<file path="config.mk">
export PLATFORM = sky130hd
export DESIGN_NAME = t1_pattern_gen
export DESIGN_NICKNAME = d
export VERILOG_FILES = /design/src/rtl/t1_pattern_gen.sv
export SDC_FILE = /design/constraint.sdc
export NUM_CORES = 1
export LEC_CHECK = 0
export BUFFER_PORTS_ARGS = -buffer_cell sky130_fd_sc_hd__buf_2
export CORE_UTILIZATION = 40
export CTS_CLUSTER_DIAMETER = 30
export DETAILED_ROUTE_END_ITERATION = 10
export HOLD_SLACK_MARGIN = 0.15
export MAX_ROUTING_LAYER = met4
export SLEW_MARGIN = 20
export SYNTH_ARGS = -nofsm -noshare
export SYNTH_HDL_FRONTEND = slang
export SYNTH_SLANG_ARGS = --single-unit
export TNS_END_PERCENT = 100
</file>
<file path="constraint.sdc">
create_clock -name clk -period 3.5 [get_ports clk]
set_clock_uncertainty 0.05 [all_clocks]
set_input_delay 0.175 -clock clk [delete_from_list [all_inputs] [get_ports clk]]
set_output_delay 0.175 -clock clk [all_outputs]
set_load 0.01 [all_outputs]
</file>
<file path="src/rtl/t1_pattern_gen.sv">
module t1_pattern_gen #(
  parameter int OCT_MUL = 37,
  parameter int OCT_ADD = 1
) (
  input  logic       clk,
  input  logic       rst,
  input  logic       bit_en,
  input  logic       load,
  input  logic [3:0] sel,
  output logic       data_out,
  output logic       period_start
);

  localparam logic [3:0] M_OFF   = 4'd1;
  localparam logic [3:0] M_3IN24 = 4'd2;
  localparam logic [3:0] M_QRSS  = 4'd3;
  localparam logic [3:0] M_P20   = 4'd4;
  localparam logic [3:0] M_1IN8  = 4'd5;
  localparam logic [3:0] M_P15   = 4'd6;
  localparam logic [3:0] M_ZERO  = 4'd7;
  localparam logic [3:0] M_OCT   = 4'd8;
  localparam logic [3:0] M_ONE   = 4'd9;
  localparam int OCT_BITS = 55 * 8;
  localparam int CNT_W    = $clog2(OCT_BITS);
  localparam int ZCAP     = 14;

  logic [3:0]       mode;
  logic [CNT_W-1:0] cnt, last;
  logic [19:0]      s20;
  logic [14:0]      s15;
  logic [3:0]       zrun;
  logic             nxt, nps, active;

  function automatic logic oct_bit(logic [CNT_W-1:0] k);
    logic [7:0] o;
    o = 8'((int'(k >> 3) * OCT_MUL + OCT_ADD) % 256);
    return o[~k[2:0]];
  endfunction

  assign active = (mode >= M_3IN24) && (mode <= M_ONE);

  always_comb begin
    case (mode)
      M_3IN24: last = CNT_W'(23);
      M_OCT:   last = CNT_W'(OCT_BITS - 1);
      M_1IN8, M_ZERO, M_ONE: last = CNT_W'(7);
      default: last = '0;
    endcase
  end

  always_comb begin
    nxt = 1'b0;
    nps = 1'b0;
    case (mode)
      M_3IN24: begin
        nxt = (cnt == '0) || (cnt == CNT_W'(4)) || (cnt == CNT_W'(8));
        nps = (cnt == '0);
      end
      M_QRSS: begin
        nxt = s20[19] | (zrun == 4'(ZCAP));
        nps = &s20;
      end
      M_P20: begin
        nxt = s20[19];
        nps = &s20;
      end
      M_1IN8: begin
        nxt = (cnt == '0);
        nps = (cnt == '0);
      end
      M_P15: begin
        nxt = ~s15[14];
        nps = &s15;
      end
      M_ZERO: nps = (cnt == '0);
      M_OCT: begin
        nxt = oct_bit(cnt);
        nps = (cnt == '0);
      end
      M_ONE: begin
        nxt = 1'b1;
        nps = (cnt == '0);
      end
      default: ;
    endcase
  end

  always_ff @(posedge clk) begin
    if (rst || (load && sel != mode)) begin
      mode         <= rst ? M_OFF : sel;
      cnt          <= '0;
      s20          <= '1;
      s15          <= '1;
      zrun         <= '0;
      data_out     <= 1'b0;
      period_start <= 1'b0;
    end else if (bit_en) begin
      data_out     <= nxt;
      period_start <= nps;
      cnt          <= (cnt == last) ? '0 : cnt + 1'b1;
      if (mode == M_QRSS || mode == M_P20)
        s20 <= {s20[18:0], s20[19] ^ s20[16]};
      if (mode == M_P15)
        s15 <= {s15[13:0], s15[14] ^ s15[13]};
      if (mode == M_QRSS)
        zrun <= nxt ? '0 : zrun + 1'b1;
    end
  end

  a_r4_off_silent: assert property (@(posedge clk) disable iff (rst)
    !active |-> (!data_out && !period_start));

  a_r3_hold_without_strobe: assert property (@(posedge clk) disable iff (rst)
    (!bit_en && !load) |=> ($stable(data_out) && $stable(period_start)));

  a_r2_restart_clears: assert property (@(posedge clk) disable iff (rst)
    (load && sel != mode) |=> (!data_out && !period_start));

  a_r8_forced_one: assert property (@(posedge clk) disable iff (rst)
    (mode == M_QRSS && zrun == 4'(ZCAP) && bit_en && !load) |=> data_out);

  a_r8_run_bound: assert property (@(posedge clk) disable iff (rst)
    zrun <= 4'(ZCAP));

  a_r10_ones_steady: assert property (@(posedge clk) disable iff (rst)
    (mode == M_ONE && bit_en && !load) |=> data_out);

  a_r10_zeros_steady: assert property (@(posedge clk) disable iff (rst)
    (mode == M_ZERO && bit_en && !load) |=> !data_out);

  a_r12_flag_needs_pattern: assert property (@(posedge clk) disable iff (rst)
    period_start |-> active);

endmodule

</file>
==> metrics.txt <==
Hold WS=~0.2 ns; sequential element share of the synthesized area=0.3864; Tmin final=2.789 ns; H-tree depth=2; Final Hold Viols=0; I/O pins=10; hpwl dp=4.010 mm; Critical Path Start Type=register; Worst-Skew Late Latency=0.31 ns; CTS Buf Count=5; Clock transition at path regs=0.10 ns; Leak=between 1 and 1.5 nW; syn_nets=378; GPL Wtd Cong=0.7797; non-filler instance count after layout=450; drt initial violations=170; area delta synth->final=8.624%; GR Overflow Total=0; WL per Instance=13.16 um; FF-to-FF Start=cnt[5]$_SDFFE_PP0P_; GR Util All Layers=0.1753; fin nets=between 300 and 400; first-pass GRT wire length=10.21 mm; Max-cap violations=0; Synth area leader=dfxtp_1; Worst Setup End Kind=register; Initial Util=0.4201; slew at the pin with the worst max-slew slack=0.6713 ns; Layout fillers=slightly above 700; Routed Antenna Nets=0; max_slew headroom=0.5522; Slew Limit Fails=0; vias in the first global route=~2100; worst setup path startpoint=cnt[5]$_SDFFE_PP0P_; pwr dens=384.6 nW/um2; DRC=0; Syn Std Cell Area=just under 3000 um2; final period utilization=0.7969; peak supply drop=0.2275 mV; power after layout=between 1 and 1.5 mW; Mapped Avg Cell Area=8.290 um2; PortBufs=9; clk sinks=54; CTS Root Cell=clkbuf_8; worst-path maximum fanout=11; Reg area=1121 um2; synthesis-stage register bit count=54; # setup viols final=0; Required @ worst endpoint=3.70 ns; Worst EP arrival=2.99 ns; setup tns final=0 ns; Die Area=between 7000 and 8000 um2; drt total wl=5.923 mm; Die Span Y=~87 um; worst setup path category=reg2reg; placed cells=435; share of layout cells above drive strength 1=0.07627; gate count of the mapped netlist=350; # diodes=0; Post-synth top cells=nand2_1, dfxtp_1, nand3_1; pin count of the biggest net entering global routing=39; r2r setup slk=0.71 ns; synth top area cells=dfxtp_1, nand2_1, ha_1; status=finished clean; core box area=6907 um2; CTS tree=built; DRT Pass-1 Iters=4; Cell Rows=30; prevailing post-synth register cell=dfxtp_1; initial antenna violation count=0; post-synthesis cell type count=51; Vias/cell=5.262; Die Wd=87.17 um; Worst Hold Launch=bit_en; Max Buffers Root-to-Sink=2; Synth Warn #=0; cell with the most instances after synthesis=nand2_1; highest clock rate=0.3585 GHz; area of the multi-input gates=1653 um2; RSZ-0062 raised after global routing=false; number of synthesized flops with an enable pin=4; Yosys top cell area share=0.3450; via count of the routed design=2368; Min-Delay Path Class=in2reg; fraction of registers with async set/reset=0
[timing repair]
| item | in CTS | in global routing |
|---|---|---|
| resized for setup | 0 | 0 |
| hold endpoints to repair | 4 | 0 |
| buffers inserted | 0 | 0 |
| hold buffers | 7 | 0 |
[critical path, cell delays in order (launching register included)]
cell and delay, ns:
dfxtp_1 0.61, ha_1 0.32, ha_1 0.28, ha_1 0.33, a31oi_1 0.28, a22oi_1 0.16, xnor2_1 0.15, o211ai_1 0.25
o211ai_1 0.13, a21oi_1 0.16
[cell type report]
cell class / count / area share
multi-input cells: 270 / 0.5244
flip-flops and latches: 54 / 0.3557
repair buffers: 17 / 0.03890
well taps: 96 / 0.03811
clock buffers: 5 / 0.02183
clock inverters: 3 / 0.01509
inverters: 5 / 0.005955
[layer usage]
layer | track usage | up-vias | share of wire
met5 | - | - | 0
met4 | 0.04471 | 0 | 0.011
met3 | 0.03223 | 6 | 0.030
met2 | 0.2641 | 33 | 0.45
met1 | 0.2429 | 1116 | 0.51
li1 | - | 1213 | -
[registers in the layout, summed over array words and instances (netlist names)]
signal	count
cnt	9
data_out	1
mode	4
period_start	1
s15	15
s20	20
zrun	4
[path summary, 6_finish.rpt]
path	to	cells after the start
max	zrun[2]$_SDFFE_PP0P_	9
min	period_start$_SDFFE_PP0P_	2
min reg2reg	s20[15]$_SDFFE_PP1P_	2
max reg2reg	zrun[2]$_SDFFE_PP0P_	9
[through the flow]
step | setup WS [ns] | util | instance area [um2]
floorplan | 0.9700 | - | 2902
global placement | 0.7789 | 0.4293 | 2965
detailed placement | 0.7671 | 0.4293 | 2965
CTS | 0.7268 | 0.4563 | 3152
global route | 0.4770 | 0.4563 | 3152
finish | 0.7107 | 0.4563 | 3152
[placed cells by master, fill, tap and decap left out, types with 2 or more instances in the layout]
cell type / n
nand2b_1: 2
nor2b_1: 9
a22oi_1: 2
o211ai_1: 5
nor4_1: 2
a211oi_1: 2
nand3_1: 39
buf_2: 9
nor2_1: 13
a21oi_1: 7
nor4b_1: 3
ha_1: 19
a31oi_1: 3
dfxtp_1: 50
xnor2_1: 15
edfxtp_1: 4
nand2_1: 85
inv_1: 5
clkbuf_8: 5
nand4_1: 12
xor2_1: 5
nor3_1: 3
dlygate4sd3_1: 7
and2_1: 12
or3b_1: 2
o21ai_0: 4
a21oi_2: 3
[power by group]
part           internal, mW  switching [mW]
registers             0.635          0.0181
clock network         0.219           0.222
logic                0.0509          0.0671
total                 0.905           0.307
[cell families after synthesis]
| logic type | Yosys count | synth area share |
|---|---|---|
| and+or+nand+nor | 191 | 0.3200 |
| DFF | 54 | 0.3864 |
| AOI/OAI and AO/OA | 37 | 0.09185 |
| buffers and inverters | 26 | 0.04528 |
| xor gates and xnor gates | 20 | 0.06037 |
| adders and majority gates | 20 | 0.08883 |
| muxes | 2 | 0.007331 |
No activity file was read; power rests on OpenSTA's default activity.
